**src/rtl/lsrx_pkg.sv**
```systemverilog
package lsrx_pkg;
  // {D+, D-}
  typedef enum logic [1:0] {
    LS_SE0 = 2'b00,
    LS_J   = 2'b01,
    LS_K   = 2'b10,
    LS_SE1 = 2'b11
  } line_t;

  typedef enum logic [1:0] {
    ST_HUNT,
    ST_SYNC2,
    ST_RECV,
    ST_DROP
  } rx_st_t;
endpackage

```
**src/rtl/lsrx_sync.sv**
```systemverilog
module lsrx_sync #(
  parameter int W      = 2,
  parameter int STAGES = 2
) (
  input  logic         clk,
  input  logic         rst,
  input  logic [W-1:0] d_i,
  input  logic [W-1:0] rst_val_i,
  output logic [W-1:0] q_o
);
  logic [W-1:0] chain [STAGES];

  always_ff @(posedge clk) begin
    if (rst) begin
      for (int i = 0; i < STAGES; i++) chain[i] <= rst_val_i;
    end else begin
      chain[0] <= d_i;
      for (int i = 1; i < STAGES; i++) chain[i] <= chain[i-1];
    end
  end

  assign q_o = chain[STAGES-1];
endmodule

```
**src/rtl/lsrx_dpll.sv**
```systemverilog
module lsrx_dpll
  import lsrx_pkg::*;
#(
  parameter int ACC_W = 16,
  parameter int INC   = 983
) (
  input  logic  clk,
  input  logic  rst,
  input  line_t line_i,
  output logic  stb_o,
  output line_t smp_o
);
  localparam logic [ACC_W-1:0] HALF = ACC_W'(1) << (ACC_W - 1);

  line_t          prev_q;
  logic [ACC_W-1:0] acc_q;
  logic [ACC_W:0]   sum;
  logic             trans;

  assign sum   = {1'b0, acc_q} + (ACC_W+1)'(INC);
  assign trans = (line_i != prev_q);

  always_ff @(posedge clk) begin
    if (rst) begin
      prev_q <= LS_J;
      acc_q  <= '0;
      stb_o  <= 1'b0;
      smp_o  <= LS_J;
    end else begin
      prev_q <= line_i;
      stb_o  <= 1'b0;
      if (trans) begin
        acc_q <= HALF;
      end else begin
        acc_q <= sum[ACC_W-1:0];
        if (sum[ACC_W]) begin
          stb_o <= 1'b1;
          smp_o <= line_i;
        end
      end
    end
  end


  recentre_chk: assert property (@(posedge clk) disable iff (rst)
    trans |-> ##2 !stb_o);
endmodule

```
**src/rtl/lsrx_recv.sv**
```systemverilog
module lsrx_recv
  import lsrx_pkg::*;
#(
  parameter int DEPTH = 11,
  localparam int IDX_W = $clog2(DEPTH),
  localparam int CNT_W = $clog2(DEPTH + 1)
) (
  input  logic             clk,
  input  logic             rst,
  input  logic             stb_i,
  input  line_t            smp_i,
  output logic [7:0]       byte_o,
  output logic             byte_vld_o,
  output logic [IDX_W-1:0] byte_idx_o,
  output logic             done_o,
  output logic [CNT_W-1:0] done_cnt_o,
  output logic             ovf_o
);
  rx_st_t           st_q;
  logic             armed_q;
  line_t            ref_q;
  logic [2:0]       ones_q;
  logic [2:0]       bit_q;
  logic [7:0]       shf_q;
  logic [CNT_W-1:0] cnt_q;
  logic             dbit;
  logic [7:0]       nxt_byte;

  assign dbit     = (smp_i == ref_q);
  assign nxt_byte = {dbit, shf_q[7:1]};

  always_ff @(posedge clk) begin
    if (rst) begin
      st_q       <= ST_HUNT;
      armed_q    <= 1'b0;
      ref_q      <= LS_J;
      ones_q     <= '0;
      bit_q      <= '0;
      shf_q      <= '0;
      cnt_q      <= '0;
      byte_o     <= '0;
      byte_vld_o <= 1'b0;
      byte_idx_o <= '0;
      done_o     <= 1'b0;
      done_cnt_o <= '0;
      ovf_o      <= 1'b0;
    end else begin
      byte_vld_o <= 1'b0;
      done_o     <= 1'b0;
      ovf_o      <= 1'b0;
      if (stb_i) begin
        unique case (st_q)
          ST_HUNT: begin
            if (smp_i == LS_J) armed_q <= 1'b1;
            else if (smp_i == LS_K && armed_q) st_q <= ST_SYNC2;
          end
          ST_SYNC2: begin
            if (smp_i == LS_K) begin
              st_q   <= ST_RECV;
              ref_q  <= LS_K;
              ones_q <= 3'd1;
              bit_q  <= '0;
              cnt_q  <= '0;
            end else begin
              st_q    <= ST_HUNT;
              armed_q <= (smp_i == LS_J);
            end
          end
          ST_RECV: begin
            if (smp_i == LS_SE0) begin
              done_o     <= 1'b1;
              done_cnt_o <= cnt_q;
              st_q       <= ST_HUNT;
              armed_q    <= 1'b0;
            end else if (ones_q == 3'd6) begin
              ref_q  <= smp_i;
              ones_q <= '0;
            end else begin
              ref_q  <= smp_i;
              ones_q <= dbit ? ones_q + 3'd1 : 3'd0;
              shf_q  <= nxt_byte;
              bit_q  <= bit_q + 3'd1;
              if (bit_q == 3'd7) begin
                if (cnt_q == CNT_W'(DEPTH)) begin
                  ovf_o <= 1'b1;
                  st_q  <= ST_DROP;
                end else begin
                  byte_vld_o <= 1'b1;
                  byte_o     <= nxt_byte;
                  byte_idx_o <= cnt_q[IDX_W-1:0];
                  cnt_q      <= cnt_q + CNT_W'(1);
                end
              end
            end
          end
          ST_DROP: begin
            if (smp_i == LS_SE0) begin
              st_q    <= ST_HUNT;
              armed_q <= 1'b0;
            end
          end
          default: st_q <= ST_HUNT;
        endcase
      end
    end
  end


  ones_run_chk: assert property (@(posedge clk) disable iff (rst)
    ones_q <= 3'd6);

  idx_range_chk: assert property (@(posedge clk) disable iff (rst)
    byte_vld_o |-> (byte_idx_o < IDX_W'(DEPTH)));

  done_excl_chk: assert property (@(posedge clk) disable iff (rst)
    done_o |-> (!byte_vld_o && done_cnt_o <= CNT_W'(DEPTH)));

  no_overflow_chk: assert property (@(posedge clk) disable iff (rst)
    ovf_o |-> (cnt_q == CNT_W'(DEPTH) && !byte_vld_o && !done_o));
endmodule

```
**src/rtl/lsusb_rx.sv**
```systemverilog
module lsusb_rx
  import lsrx_pkg::*;
#(
  parameter longint unsigned CLK_HZ = 100_000_000,
  parameter longint unsigned BIT_HZ = 1_500_000,
  parameter int ACC_W = 16,
  parameter int DEPTH = 11,
  localparam int IDX_W = $clog2(DEPTH),
  localparam int CNT_W = $clog2(DEPTH + 1),
  localparam longint unsigned INC_L =
    (BIT_HZ * (64'd1 << ACC_W) + CLK_HZ / 2) / CLK_HZ
) (
  input  logic             clk,
  input  logic             rst,
  input  logic             dp_i,
  input  logic             dm_i,
  output logic [7:0]       byte_o,
  output logic             byte_vld_o,
  output logic [IDX_W-1:0] byte_idx_o,
  output logic             done_o,
  output logic [CNT_W-1:0] done_cnt_o,
  output logic             ovf_o
);
  logic [1:0] line_s;
  logic       stb;
  line_t      smp;

  lsrx_sync #(.W(2), .STAGES(2)) u_sync (
    .clk(clk), .rst(rst), .d_i({dp_i, dm_i}), .rst_val_i(LS_J), .q_o(line_s)
  );

  lsrx_dpll #(.ACC_W(ACC_W), .INC(int'(INC_L))) u_dpll (
    .clk(clk), .rst(rst), .line_i(line_t'(line_s)), .stb_o(stb), .smp_o(smp)
  );

  lsrx_recv #(.DEPTH(DEPTH)) u_recv (
    .clk(clk), .rst(rst), .stb_i(stb), .smp_i(smp),
    .byte_o(byte_o), .byte_vld_o(byte_vld_o), .byte_idx_o(byte_idx_o),
    .done_o(done_o), .done_cnt_o(done_cnt_o), .ovf_o(ovf_o)
  );
endmodule

```
**config.mk**
```make
export PLATFORM = sky130hd
export DESIGN_NAME = lsusb_rx
export DESIGN_NICKNAME = d
export VERILOG_FILES = /design/src/rtl/lsrx_pkg.sv /design/src/rtl/lsrx_sync.sv /design/src/rtl/lsrx_dpll.sv /design/src/rtl/lsrx_recv.sv /design/src/rtl/lsusb_rx.sv
export SDC_FILE = /design/constraint.sdc
export NUM_CORES = 1
export LEC_CHECK = 0
export ABC_AREA = 1
export BUFFER_PORTS_ARGS = -buffer_cell sky130_fd_sc_hd__buf_2
export CAP_MARGIN = 20
export CORE_MARGIN = 8
export CORE_UTILIZATION = 35
export DETAILED_ROUTE_END_ITERATION = 10
export PLACE_DENSITY = 0.49
export SLEW_MARGIN = 10
export SYNTH_ARGS = -nofsm -noshare
export SYNTH_HDL_FRONTEND = slang
export SYNTH_SLANG_ARGS = --single-unit
```
**constraint.sdc**
```tcl
create_clock -name clk -period 2.2 [get_ports clk]
set_input_delay 0.11 -clock clk [delete_from_list [all_inputs] [get_ports clk]]
set_output_delay 0.11 -clock clk [all_outputs]
set_load 0.05 [all_outputs]
```
# ---- Word level (Yosys, flattened, before mapping)
# Memory sizes are Yosys's and may differ from the RTL's.
# Index checks and enable logic that the tools add are counted.
dict set report classes {
  n_eq_ne 24
  n_mux 41
  n_addsub 4
  reduce_logical 17
  bitwise_logic 9
}
# operator n
set op_table {}
lappend op_table {{2-to-1 mux 2 bit} 12}
lappend op_table {{2-to-1 mux 3 bit} 7}
lappend op_table {{2-to-1 mux 4 bit} 5}
lappend op_table {{adder 16 x 10 -> 17 bit (second input constant)} 1}
lappend op_table {{2-to-1 mux 16 bit} 1}
lappend op_table {{AND reduction 7 bit} 2}
lappend op_table {{inequality test 2 x 1 -> 1 bit (second input constant)} 6}
lappend op_table {{case mux 3 bit (2 select lines)} 2}
lappend op_table {{AND reduction 4 bit} 3}
lappend op_table {{2-to-1 mux 1 bit} 10}
lappend op_table {{inequality test 2 bit (second input constant)} 5}
lappend op_table {{case mux 2 bit (4 select lines)} 1}
lappend op_table {{case mux 4 bit (2 select lines)} 1}
lappend op_table {{NOT 1 bit} 7}
lappend op_table {{adder 3 x 1 -> 3 bit (second input constant)} 2}
lappend op_table {{equality test 2 bit (second input constant)} 3}
lappend op_table {{equality test 3 bit (second input constant)} 2}
lappend op_table {{inequality test 3 x 1 -> 1 bit (second input constant)} 2}
lappend op_table {{AND reduction 6 bit} 1}
lappend op_table {{OR reduction 6 bit} 1}
lappend op_table {{AND reduction 5 bit} 1}
lappend op_table {{adder 4 x 1 -> 4 bit (second input constant)} 1}
lappend op_table {{equality test 2 x 1 -> 1 bit (second input constant)} 2}
lappend op_table {{equality test 4 bit (second input constant)} 1}
lappend op_table {{other kinds (13)} 16}
dict set report word_totals {
  reg_bits 63
  elab_cells 114
  ram_bits 4
  memories 1
  out_inout_bits 19
  inputBits 4
}
# name words word_bits read_ports rd_clocked_by_memory_dff write_ports line_no
set mem_list {}
lappend mem_list {u_sync.chain 2 2 2 0 2 lsrx_sync.sv:11} ;# logic [W-1:0] chain [STAGES];

# ---- Logic depth before layout (Yosys ltp)
dict set report depth {
  ltp_word 6
  mapped_depth 11
  depth_no_buf 11
}

# ---- Modules after synthesis
# From an unflattened synthesis, not the netlist that was laid out.
dict set report hier_totals {
  hier_cells 438
  area_unflattened_um2 3060.4
}
# mod cells_each n_inst seq_area_each_um2 area_per_inst_um2
set by_module_without_submodules {}
lappend by_module_without_submodules {lsrx_recv 254 1 820.8 1860.5}
lappend by_module_without_submodules {lsrx_dpll 165 1 420.4 1056.0}
lappend by_module_without_submodules {lsrx_sync 17 1 80.1 136.4}
lappend by_module_without_submodules {lsusb_rx 2 1 0.0 7.5}

# ---- Worst setup path after synthesis
# OpenSTA, ideal clock, no wires.
dict set report synth_timing {
  path_kind {reg2reg}
  start {register u_recv.st_q[0]}
  end {register u_recv.st_q[0]}
  period_less_slack_ns 1.559
  path_buffers 1
  path_stages_with_launch 12
  t_arrival_ns 1.446
  required_ns 2.087
  setup_time_ns 0.113
  setup_slack_ns 0.641
  cell_sequence {dfxtp_1 -> inv_1 -> ha_1 -> buf_4 -> nand3_1 -> nand2_1 -> nand2_1 -> nand2_1 -> nor2_1 -> nand2_1 -> nand2_1 -> nor2_1}
}
dict set report synth_via {
  elab_chain_len 3
  elab_cells_between_ends 12
  cone_classes {9 x eq/ne; 1 x mux; 2 x reduce/logical}
}
# item line_no
set synth_rtl {}
lappend synth_rtl {{start: declaration} lsrx_recv.sv:19} ;# rx_st_t st_q;
lappend synth_rtl {{start signal: assignment} lsrx_recv.sv:34} ;# st_q <= ST_HUNT;
lappend synth_rtl {{start signal: assignment} lsrx_recv.sv:55} ;# else if (smp_i == LS_K && armed_q) st_q <= ST_SYNC2;
lappend synth_rtl {{start signal: assignment} lsrx_recv.sv:59} ;# st_q <= ST_RECV;
lappend synth_rtl {{equality test 2 bit / logical NOT 2 bit (equally long branches)} lsrx_recv.sv:52} ;# unique case (st_q)
lappend synth_rtl {{inequality test 3 x 2 -> 1 bit (no line), or another cell as far along} n/a}
lappend synth_rtl {{AND reduction 7 bit (no line)} n/a}
# Several ways; a longest one is shown, not always the timed one.
# A chain may end at the register's enable or synchronous reset.

# ---- Worst setup path after layout
dict set report layout_timing {
  start {register u_recv.st_q[0]}
  end {register u_recv.byte_o[4]}
}
dict set report layout_via {
  elab_chain_len 2
}
# item line_no
set layout_rtl {}
lappend layout_rtl {{equality test 2 bit} lsrx_recv.sv:52}
lappend layout_rtl {{AND reduction 6 bit (no line)} n/a}
lappend layout_rtl {{end signal: assignment} lsrx_recv.sv:89} ;# byte_o <= nxt_byte;
lappend layout_rtl {{end: declaration} lsrx_recv.sv:12} ;# output logic [7:0] byte_o,
# No other way between the ends.

==> impl_metrics.csv <==
group,metric,value,unit
detailed_routing,via_count,2530,
sta,slew-limit-headroom,0.629,
grt,grt_max_degree,29,
grt,grt_first_pass_wirelength,10600,um
worst_setup_path,path_max_fanout,16,
sta,max_freq,0.537,GHz
worst_setup_path,worstPathRequired,2.45,ns
power,power.leakage,1.52,nW
power,swShare,0.260,
floorplan,num_io_pins,23,
yosys,ys_warn_count,0,
yosys,synth.lib_cells_used.distinct,33,
worst_setup_path,critical_path_class,"flip-flop to flip-flop",
detailed_routing,drc,0,
sta,min_period_over_period,0.846,
clock_tree,cts_tree,"yes",
clock_tree,path_clk_slew,0.08,ns
clock_tree,cts_buffers,9,
worst_setup_path,setup.worst_path.start_class,"flip-flop",
yosys,synth_flop_cell,"dfxtp_1",
grt,antenna_found_initial,0,
power,seq_power_share,0.481,
detailed_routing,finalWirelength,6330,um
worst_setup_path,cp_data_arrival_time,2.11,ns
worst_setup_path,path_delay_family,"simple AND/OR/NAND/NOR gates",
sta,report.final.slew_viol_count,0,
power,ir_drop,342,uV
clock_tree,cts_root_buf,"clkbuf_8",
sta,tns,0,ns
floorplan,core_area,8550,um2
grt,grtUsageTotal,0.113,
floorplan,start_util,0.354,
detailed_routing,firstDrtPassIters,4,
sta,rsz0062_at_grt,"no",
grt,overflow,0,
cells_and_area,antennaDiodeCount,0,
outcome,status,"complete, no violations",
power,pwr-share-clk,0.441,
yosys,yosysSeqAreaShare,0.436,
cells_and_area,seqCellArea,1320,um2
power,p_int,1.95,mW
clock_tree,clockBufferDepth,2,
grt,grt_pass1_vias,2306,
placement,gp_congestion,0.756,
worst_setup_path,critPathSlowestCell,"ha_1",
cells_and_area,utilization,0.406,
worst_hold_path,hp-class,"input port to flip-flop",
yosys,syn_nets,411,
grt,met2_usage,0.166,
power,powerDensity,759,nW/um2
clock_tree,cts-htree-levels,3,
yosys,avgSynthCellArea,7.65,um2
sta,finClkSkew,0.00948,ns
cells_and_area,layout-drive-gt1-share,0.164,
cells_and_area,fillers,899,
power,power.total,2.64,mW
yosys,synth_edf_count,0,
grt,grt_util_met3,0.0355,
worst_setup_path,critPathCaptureType,"flip-flop",
worst_setup_path,slowest_delay,0.45,ns
grt,top_usage_layer,"met2",
worst_setup_path,worstPathCellList,"inv_1, ha_1, nand4_4, nor2_8, inv_2, nand3_1, o21ai_2",
cells_and_area,nNetsFinal,437,
sta,setup_violations,0,
sta,worstMarginPinSlew,0.555,ns
sta,hold_viol_final,0,
placement,place_hpwl,4500,um
floorplan,die_h,109,um
detailed_routing,detail_route.wl_per_cell,11.8,um
power,power.share.combinational,0.078,
cells_and_area,multi_input_area,1460,um2
detailed_routing,ant_nets,0,
clock_tree,clock_sinks,66,
floorplan,rows,34,
clock_tree,postCtsResizedCells,0,
yosys,synth_area,3030,um2
sta,final.min_clock_period,1.86,ns
yosys,synth_cells,396,
flow_run,maxCapViolCount,0,
floorplan,die_area,11900,um2
cells_and_area,syn_to_final_growth,14.6,%
yosys,synthArstFlopShare,0,
placement,io_buffers,22,
worst_setup_path,crit_buf_inv,2,
yosys,synth_seq_cells,66,
clock_tree,clkLatencyLatePin,0.35,ns
detailed_routing,vias_per_cell,4.73,
power,switching_power,0.684,mW
floorplan,die_w,109,um
grt,met1_usage,0.146,
detailed_routing,drtIter0Drc,80,
==> through the flow <==
step,instances,hold slack [ns],setup slack (ns),area [um2]
after CTS,535,0.144,0.331,3470
after global routing,535,0.162,0.113,3470
final,535,0.142,0.338,3470
after global placement,517,0.298,0.401,3230
after floorplan,396,0.214,0.641,3030
after detailed placement,517,0.297,0.358,3230
==> per-layer routing <==
layer,up-vias,wire length [um],share of wire
li1,1331,-,-
met1,1158,3240,0.51
met2,29,2700,0.43
met3,12,260,0.041
met4,0,129,0.020
met5,-,0,0
==> layout make-up <==
cell class / instances / share of cell area
multi-input cells: 270 / 0.421
clock inverters: 7 / 0.0292
repair buffers: 25 / 0.0396
inverters: 50 / 0.0548
flip-flops and latches: 66 / 0.381
clock buffers: 9 / 0.0357
well taps: 108 / 0.0389
==> power groups by stage <==
stage,Sequential (mW),Clock (mW),Combinational (mW)
floorplan,1.28,0,0.178
global placement,1.30,0,0.205
detailed placement,1.30,0,0.206
CTS,1.27,1.21,0.210
global route,1.27,1.26,0.241
finish,1.27,1.16,0.206
==> cell families after synthesis <==
group / share of synthesized area
xor+xnor: 0.0231
buf+inv: 0.0810
compound gates: 0.131
fa+ha+maj: 0.0454
flops: 0.436
simple gates: 0.283
==> path summary, 6_finish.rpt <==
kind,cells after the start,slack (ns),startpoint,endpoint
worst max-delay path,7,0.34,u_recv.st_q[0]$_SDFFE_PP0P_,u_recv.byte_o[4]$_SDFFE_PP0P_
worst min-delay path,2,0.14,rst,u_sync.chain[0][3]$_SDFF_PP0_
worst max register to register,7,0.34,u_recv.st_q[0]$_SDFFE_PP0P_,u_recv.byte_o[4]$_SDFFE_PP0P_
worst min register to register,2,0.41,u_sync.chain[0][1]$_SDFF_PP0_,u_sync.chain[0][3]$_SDFF_PP0_
==> what timing repair did <==
item,CTS,global route
hold buffers,2,0
hold endpoints to repair,2,0
buffers inserted,0,0
==> registers in the layout (all words and copies together) (netlist names) <==
signal / flops
u_recv.byte_vld_o: 1
u_dpll.acc_q: 16
u_recv.ref_q: 2
u_recv.cnt_q: 4
u_sync.chain: 4
u_dpll.smp_o: 2
u_recv.armed_q: 1
u_recv.done_cnt_o: 4
u_recv.st_q: 2
u_recv.done_o: 1
u_recv.ovf_o: 1
u_recv.shf_q: 7
u_dpll.stb_o: 1
u_recv.byte_o: 8
u_dpll.prev_q: 2
u_recv.byte_idx_o: 4
u_recv.ones_q: 3
u_recv.bit_q: 3
==> placed cells by master, fill, tap and decap left out, types with 5 or more instances in the layout <==
master and count:
ha_1 11, nor2_1 42, a21oi_1 37, clkbuf_8 9
buf_2 22, nand4_1 5, dfxtp_1 66, nand2_1 76
inv_1 46, o21ai_2 8, nand3_1 32, o21ai_0 24
==> synthesized netlist by cell type, types with 3 or more instances <==
| master | count | area (um2) |
|---|---|---|
| o21ai_0 | 24 | 120 |
| nor3_1 | 3 | 15.0 |
| xor2_1 | 4 | 35.0 |
| nand2_1 | 76 | 285 |
| a21oi_1 | 37 | 185 |
| o21ai_2 | 8 | 70.1 |
| or2_2 | 4 | 25.0 |
| nor2_2 | 3 | 18.8 |
| nor2_1 | 42 | 158 |
| clkbuf_1 | 3 | 11.3 |
| nand3_1 | 32 | 160 |
| buf_4 | 4 | 30.0 |
| xnor2_1 | 4 | 35.0 |
| dfxtp_1 | 66 | 1320 |
| nand2_2 | 3 | 18.8 |
| ha_1 | 11 | 138 |
| nand4_1 | 5 | 31.3 |
| inv_1 | 46 | 173 |
Note: power is estimated with default switching activity, not from simulation.
